<file path="src/rtl/ee2w_pkg.sv">
package ee2w_pkg;

   // Line event classified from one strobe against the recorded levels
   typedef enum logic [2:0] {
      EV_NONE     = 3'd0,
      EV_START    = 3'd1,
      EV_STOP     = 3'd2,
      EV_RISE_OK  = 3'd3,
      EV_RISE_BAD = 3'd4
   } ee2w_ev_e;

endpackage

</file>
<file path="src/rtl/ee2w_line_watch.sv">
module ee2w_line_watch
   import ee2w_pkg::*;
(
   input  logic     clk,
   input  logic     rst_n,
   input  logic     smp_valid,
   input  logic     scl_lvl,
   input  logic     sda_lvl,
   input  logic     sda_rec_nxt,
   output ee2w_ev_e ev,
   output logic     sda_rec
);

   logic scl_rec;

   // Classify the new levels against the recorded pair
   always_comb begin
      ev = EV_NONE;
      if (scl_rec && scl_lvl && (sda_rec != sda_lvl)) begin
         ev = sda_lvl ? EV_STOP : EV_START;
      end else if (!scl_rec && scl_lvl) begin
         ev = (sda_lvl == sda_rec) ? EV_RISE_OK : EV_RISE_BAD;
      end
   end

   always_ff @(posedge clk or negedge rst_n) begin
      if (!rst_n) begin
         scl_rec <= 1'b1;
         sda_rec <= 1'b1;
      end else if (smp_valid) begin
         scl_rec <= scl_lvl;
         sda_rec <= sda_rec_nxt;
      end
   end

   // a stop records a high data level
   a_r8_stop_high: assert property (@(posedge clk) disable iff (!rst_n)
      (smp_valid && ev == EV_STOP) |=> sda_rec);

endmodule

</file>
<file path="src/rtl/ee2w_rom.sv">
module ee2w_rom #(
   parameter int ADDR_W = 8,
   parameter int DATA_W = 8,
   parameter int DEPTH  = 256,
   parameter logic [DEPTH*DATA_W-1:0] IMAGE = '0
) (
   input  logic [ADDR_W-1:0] idx,
   output logic [DATA_W-1:0] rd_byte
);

   localparam int FULL = 1 << ADDR_W;

   generate
      if (DEPTH == FULL) begin : g_full
         always_comb rd_byte = IMAGE[int'(idx)*DATA_W +: DATA_W];
      end else begin : g_part
         always_comb begin
            rd_byte = '0;
            if (int'(idx) < DEPTH) rd_byte = IMAGE[int'(idx)*DATA_W +: DATA_W];
         end
      end
   endgenerate

endmodule

</file>
<file path="src/rtl/ee2w_bit_seq.sv">
module ee2w_bit_seq
   import ee2w_pkg::*;
#(
   parameter int CTRL_W = 8,
   parameter int ADDR_W = 8,
   parameter int DATA_W = 8
) (
   input  logic              clk,
   input  logic              rst_n,
   input  logic              smp_valid,
   input  ee2w_ev_e          ev,
   input  logic              sda_lvl,
   input  logic [DATA_W-1:0] rom_byte,
   output logic [ADDR_W-1:0] rom_idx,
   output logic              sda_rec_nxt,
   output logic              ack_pend
);

   localparam int LAST   = CTRL_W + ADDR_W + 1;
   localparam int TICK_W = $clog2(LAST + 1);
   localparam logic [TICK_W-1:0] T_ZERO     = '0;
   localparam logic [TICK_W-1:0] T_FIRST    = TICK_W'(1);
   localparam logic [TICK_W-1:0] T_CTRL_END = TICK_W'(CTRL_W + 1);
   localparam logic [TICK_W-1:0] T_ADDR_END = TICK_W'(LAST);

   logic [TICK_W-1:0] tick, tick_n;
   logic [CTRL_W-1:0] ctrl, ctrl_n;
   logic [ADDR_W-1:0] addr, addr_n;
   logic [DATA_W-1:0] data, data_n;
   logic              ack_n;

   assign rom_idx = ADDR_W'({addr, sda_lvl});

   always_comb begin
      tick_n      = tick;
      ctrl_n      = ctrl;
      addr_n      = addr;
      data_n      = data;
      ack_n       = ack_pend;
      sda_rec_nxt = sda_lvl;
      if (ev == EV_START) begin
         tick_n = T_FIRST;
         ctrl_n = '0;
      end else if (ev == EV_STOP) begin
         tick_n = tick;
      end else if (tick == T_ZERO && !ack_pend) begin
         tick_n = tick;
      end else if (ev == EV_RISE_OK || ev == EV_RISE_BAD) begin
         if (ack_pend) begin
            sda_rec_nxt = 1'b0;
            ack_n       = 1'b0;
         end else if (ev == EV_RISE_OK) begin
            if (tick < T_CTRL_END) begin
               ctrl_n = CTRL_W'({ctrl, sda_lvl});
               tick_n = tick + T_FIRST;
               if (tick == T_CTRL_END - T_FIRST) ack_n = 1'b1;
            end else if (tick < T_ADDR_END) begin
               if (ctrl[0]) sda_rec_nxt = data[DATA_W-1];
               addr_n = rom_idx;
               tick_n = tick + T_FIRST;
               data_n = data << 1;
               if (tick == T_ADDR_END - T_FIRST) begin
                  data_n = rom_byte;
                  ack_n  = 1'b1;
                  tick_n = T_ZERO;
               end
            end else begin
               sda_rec_nxt = 1'b0;
            end
         end
      end
   end

   always_ff @(posedge clk or negedge rst_n) begin
      if (!rst_n) begin
         tick     <= T_ZERO;
         ctrl     <= '0;
         addr     <= '0;
         data     <= '0;
         ack_pend <= 1'b0;
      end else if (smp_valid) begin
         tick     <= tick_n;
         ctrl     <= ctrl_n;
         addr     <= addr_n;
         data     <= data_n;
         ack_pend <= ack_n;
      end
   end

   // start positions the counter and clears the control byte
   a_r1_start: assert property (@(posedge clk) disable iff (!rst_n)
      (smp_valid && ev == EV_START) |=> (tick == T_FIRST && ctrl == '0));

   // idle with no start leaves the shift state alone
   a_r2_idle: assert property (@(posedge clk) disable iff (!rst_n)
      (smp_valid && tick == T_ZERO && !ack_pend && ev != EV_START)
      |=> (tick == T_ZERO && $stable(ctrl) && $stable(addr)));

   // a rising edge with a changed data level takes no bit
   a_r3_bad_edge: assert property (@(posedge clk) disable iff (!rst_n)
      (smp_valid && ev == EV_RISE_BAD) |=> ($stable(tick) && $stable(ctrl) && $stable(addr)));

   // the counter wraps to zero before passing the last address bit
   a_r5_tick_range: assert property (@(posedge clk) disable iff (!rst_n)
      tick < T_ADDR_END);

endmodule

</file>
<file path="src/rtl/ee2w_slave.sv">
module ee2w_slave
   import ee2w_pkg::*;
#(
   parameter int CTRL_W    = 8,
   parameter int ADDR_W    = 8,
   parameter int DATA_W    = 8,
   parameter int MEM_DEPTH = 256,
   parameter logic [MEM_DEPTH*DATA_W-1:0] INIT_IMAGE = '0
) (
   input  logic clk,
   input  logic rst_n,
   input  logic smp_valid,
   input  logic scl_lvl,
   input  logic sda_lvl,
   output logic sda_seen
);

   generate
      if (CTRL_W < 2) begin : g_bad_ctrl
         $error("ee2w_slave: CTRL_W must be at least 2");
      end
      if (ADDR_W < 2 || ADDR_W > 12) begin : g_bad_addr
         $error("ee2w_slave: ADDR_W must lie in 2..12");
      end
      if (DATA_W < 1) begin : g_bad_data
         $error("ee2w_slave: DATA_W must be positive");
      end
      if (MEM_DEPTH < 1 || MEM_DEPTH > (1 << ADDR_W)) begin : g_bad_depth
         $error("ee2w_slave: MEM_DEPTH must fit the address width");
      end
   endgenerate

   ee2w_ev_e          ev;
   logic              sda_rec_nxt;
   logic              ack_pend;
   logic [ADDR_W-1:0] rom_idx;
   logic [DATA_W-1:0] rom_byte;

   ee2w_line_watch u_watch (
      .clk         (clk),
      .rst_n       (rst_n),
      .smp_valid   (smp_valid),
      .scl_lvl     (scl_lvl),
      .sda_lvl     (sda_lvl),
      .sda_rec_nxt (sda_rec_nxt),
      .ev          (ev),
      .sda_rec     (sda_seen)
   );

   ee2w_bit_seq #(
      .CTRL_W (CTRL_W),
      .ADDR_W (ADDR_W),
      .DATA_W (DATA_W)
   ) u_seq (
      .clk         (clk),
      .rst_n       (rst_n),
      .smp_valid   (smp_valid),
      .ev          (ev),
      .sda_lvl     (sda_lvl),
      .rom_byte    (rom_byte),
      .rom_idx     (rom_idx),
      .sda_rec_nxt (sda_rec_nxt),
      .ack_pend    (ack_pend)
   );

   ee2w_rom #(
      .ADDR_W (ADDR_W),
      .DATA_W (DATA_W),
      .DEPTH  (MEM_DEPTH),
      .IMAGE  (INIT_IMAGE)
   ) u_rom (
      .idx     (rom_idx),
      .rd_byte (rom_byte)
   );

   // no strobe, no change of the recorded level
   a_r9_hold: assert property (@(posedge clk) disable iff (!rst_n)
      !smp_valid |=> $stable(sda_seen));

   // the clock edge that serves a pending acknowledge records a low level
   a_r4_ack_low: assert property (@(posedge clk) disable iff (!rst_n)
      (smp_valid && ack_pend && (ev == EV_RISE_OK || ev == EV_RISE_BAD)) |=> !sda_seen);

endmodule

</file>
<file path="config.mk">
export PLATFORM = sky130hd
export DESIGN_NAME = ee2w_slave
export DESIGN_NICKNAME = d
export VERILOG_FILES = /design/src/rtl/ee2w_pkg.sv /design/src/rtl/ee2w_line_watch.sv /design/src/rtl/ee2w_rom.sv /design/src/rtl/ee2w_bit_seq.sv /design/src/rtl/ee2w_slave.sv
export SDC_FILE = /design/constraint.sdc
export NUM_CORES = 1
export LEC_CHECK = 0
export BUFFER_PORTS_ARGS = -buffer_cell sky130_fd_sc_hd__buf_2
export CAP_MARGIN = 10
export CORE_AREA = 2 2 39 41
export DETAILED_ROUTE_END_ITERATION = 10
export DIE_AREA = 0 0 41 43
export PLACE_DENSITY = 0.68
export SETUP_SLACK_MARGIN = 0.02
export SLEW_MARGIN = 20
export SYNTH_ARGS = -nofsm -noshare
export SYNTH_HDL_FRONTEND = slang
export SYNTH_SLANG_ARGS = --single-unit
</file>
<file path="constraint.sdc">
create_clock -name clk -period 1.95 [get_ports clk]
set_input_delay 0.0975 -clock clk [delete_from_list [all_inputs] [get_ports clk]]
set_output_delay 0.0975 -clock clk [all_outputs]
set_load 0.005 [all_outputs]
</file>
==> out/results.tsv <==
stage	metric	value	unit
layout	layout-drive-gt1-share	0.333	
layout	syn2layout_area_growth	13.1	%
synthesis	synth_cell_types	34	
clocking	cts_buffers	3	
min_path	min_path_type	in -> reg	
synthesis	synth_edf_count	0	
route	vias	530	
clocking	clk_pin_slew_worst_paths	0.07	ns
outcome	outcome	completed	
floorplanning	start_util	0.471	
grt	gr-total-overflow	0	
setup_path	worst_ep_arrival_time	1.95	ns
floorplanning	io_pins	6	
clocking	cts_max_path_buffers	2	
layout	multiInputGateArea	383	sq um
layout	register_area	228	sq um
setup_path	required	2.12	ns
placed_design	post-dp-hpwl	902	microns
sta	whs	0.0872	ns
sta	worst_clock_skew	0.00332	ns
grt	grt_pass1_vias	470	
route	firstDrtPassIters	4	
power	p_int	0.419	mW
layout	final_nets	86	
setup_path	endpoint	u_seq.tick[2]$_DFFE_PN0P_	
synthesis	synth_nets	74	
power	power_density	895	nW/um^2
setup_path	reg2regPathDepth	7	
clocking	worstSkewPairLatency	0.28	ns
route	via_per_inst	5.64	
sta	max-slew-margin-rel	0.739	
synthesis	async_flop_share	1.00	
setup_path	reg2reg_from	u_seq.tick[1]$_DFFE_PN0P_	
sta	setup_viol	0	
floorplanning	rows	14	
synthesis	syn_area	652	sq um
floorplanning	dieArea	1760	sq um
power	power.leakage	0.327	nW
clocking	ctsHtreeMaxLevel	1	
sta	drv_slew	0	
placed_design	portBuffers	5	
setup_path	cp-end-kind	register	
grt	antenna_found_initial	0	
sta	finalCritPeriodShare	0.911	
setup_path	r2r-end	u_seq.tick[2]$_DFFE_PN0P_	
synthesis	syn_avg_cell_area	9.73	sq um
power	seqPwrFrac	0.414	
synthesis	syn_inst	67	
setup_path	cp_max_fo	6	
power	p_comb_frac	0.342	
layout	fill_cells	129	
clocking	cts-root-buf	clkbuf_4	
placed_design	place_congestion	0.765	
synthesis	ys_ff_latch	9	
clocking	cts_tree	built	
sta	tns	0	ns
synthesis	ys_seq_area_frac	0.349	
power	peakVddDrop	616	uV
setup_path	critPathLaunchType	register	
route	drc	0	
grt	globalRouteTotalUtil	0.188	
floorplanning	die_y	43	microns
route	drtIter0Drc	16	
floorplanning	die_w	41	microns
grt	grt_max_degree	11	
sta	grt_setup_unrepaired	no	
setup_path	path_class	reg -> reg	
sta	min_period	1.78	ns
setup_path	r2r_slack	0.17	ns
grt	grt_pass1_wl	2150	microns
power	p_sw	0.241	mW
setup_path	cp-startpoint	u_seq.tick[1]$_DFFE_PN0P_	
sta	hold_violations	0	
sta	fmax	563	MHz
sta	worstMarginPinSlew	0.392	ns
clocking	clock-sinks	9	
layout	antenna_cells	0	
synthesis	synth_warnings	0	
run	max-cap-violations	0	
route	drtAntennaViolNets	0	
route	wl	1350	microns
clocking	ctsResizeCount	0	
floorplanning	core	1380	sq um
power	p_clk_frac	0.243	
synthesis	synth_ff_type	dfrtp_1	
power	p_sw_frac	0.365	
route	post_drt_wl_per_cell	14.4	microns
==> worst min-delay path by stage <==
stage | start | to | slack [ns] | cells past startpoint
floorplan | rst_n | u_seq.ack_pend$_DFFE_PN0P_ | -0.20 | 0
global placement | rst_n | u_seq.ctrl[0]$_DFFE_PN0P_ | -0.04 | 1
detailed placement | rst_n | u_seq.ack_pend$_DFFE_PN0P_ | -0.03 | 1
CTS | scl_lvl | u_watch.scl_rec$_DFFE_PN1P_ | 0.09 | 2
global route | sda_lvl | u_seq.ctrl[0]$_DFFE_PN0P_ | 0.10 | 2
finish | scl_lvl | u_watch.scl_rec$_DFFE_PN1P_ | 0.09 | 2
==> per-stage QoR <==
| step | worst slack (ns) | instances | util | cell area (sq um) | power [mW] |
|---|---|---|---|---|---|
| 6_report | 0.173 | 94 | 0.533 | 737 | 0.660 |
| 2_1_floorplan | 0.258 | 67 | - | 652 | 0.428 |
| 3_3_place_gp | 0.159 | 87 | 0.495 | 686 | 0.483 |
| 3_5_place_dp | 0.139 | 87 | 0.495 | 686 | 0.493 |
| 5_1_grt | 0.0600 | 94 | 0.533 | 737 | 0.709 |
| 4_1_cts | 0.133 | 92 | 0.522 | 722 | 0.654 |
==> logic make-up after synthesis <==
logic type,synth area share
compound gates,0.209
xor+xnor,0.0269
fa+ha+maj,0.0384
buf+inv,0.0633
flops,0.349
mux,0.0480
simple gates,0.265
==> sequential cells by signal, summed over array words and instances, names as in the netlist <==
name             count
u_watch.sda_rec      1
u_seq.ack_pend       1
u_watch.scl_rec      1
u_seq.tick           5
u_seq.ctrl           1
==> cells in the final DEF (no fill, tap or decap), drive strengths merged, types with 3 or more instances in the layout <==
cell | netlist | routed
a32o | 3 | 3
buf | 3 | 9
clkbuf | 0 | 4
dfrtp | 7 | 7
inv | 4 | 4
nand2 | 3 | 3
nand3 | 5 | 5
nor2 | 5 | 5
o21ai | 7 | 7
==> metal layers <==
metal | wire length (microns) | vias up | global-route usage
met1 | 687 | 248 | 0.262
li1 | - | 274 | -
met4 | 22 | 0 | 0.100
met5 | 0 | - | 0
met2 | 606 | 6 | 0.256
met3 | 32 | 2 | 0.0471
==> synth_stat cells, types with 2 or more instances <==
master,number,share of area
a21oi_1,2,0.015
a31o_2,2,0.027
a32o_1,2,0.031
buf_4,2,0.023
dfrtp_1,7,0.27
dfstp_2,2,0.081
ha_1,2,0.038
inv_1,4,0.023
mux2i_1,2,0.031
nand2_1,3,0.017
nand3_1,5,0.038
nor2_1,5,0.029
nor2b_1,2,0.019
o21ai_0,5,0.038
o21ai_2,2,0.027
xor2_1,2,0.027
==> critical path, stage by stage, from the launching register on <==
cell and delay, ns:
dfrtp_1 0.41, inv_1 0.08, ha_1 0.21, nor4b_2 0.17
nor3b_2 0.24, a32o_2 0.30, o21ai_2 0.07, a32o_1 0.20
==> what timing repair did <==
item | in CTS | in global routing
hold endpoints to repair | 9 | 0
setup endpoints to repair | 0 | 2
buffers inserted | 0 | 2
hold buffers | 1 | 0
==> power groups by stage <==
stage / registers, mW / clock network, mW / logic [mW]
finish: 0.273 / 0.160 / 0.226
global route: 0.278 / 0.172 / 0.259
CTS: 0.271 / 0.161 / 0.222
detailed placement: 0.275 / 0 / 0.218
global placement: 0.271 / 0 / 0.212
floorplan: 0.275 / 0 / 0.153
==> area by class of cell <==
type / instances / share of cell area
tap: 16 / 0.0272
sequential: 9 / 0.309
inverter: 4 / 0.0204
clock buffer: 4 / 0.0357
timing repair buffer: 10 / 0.0883
multi-input combinational: 51 / 0.520
No activity file was read; power rests on OpenSTA's default activity.
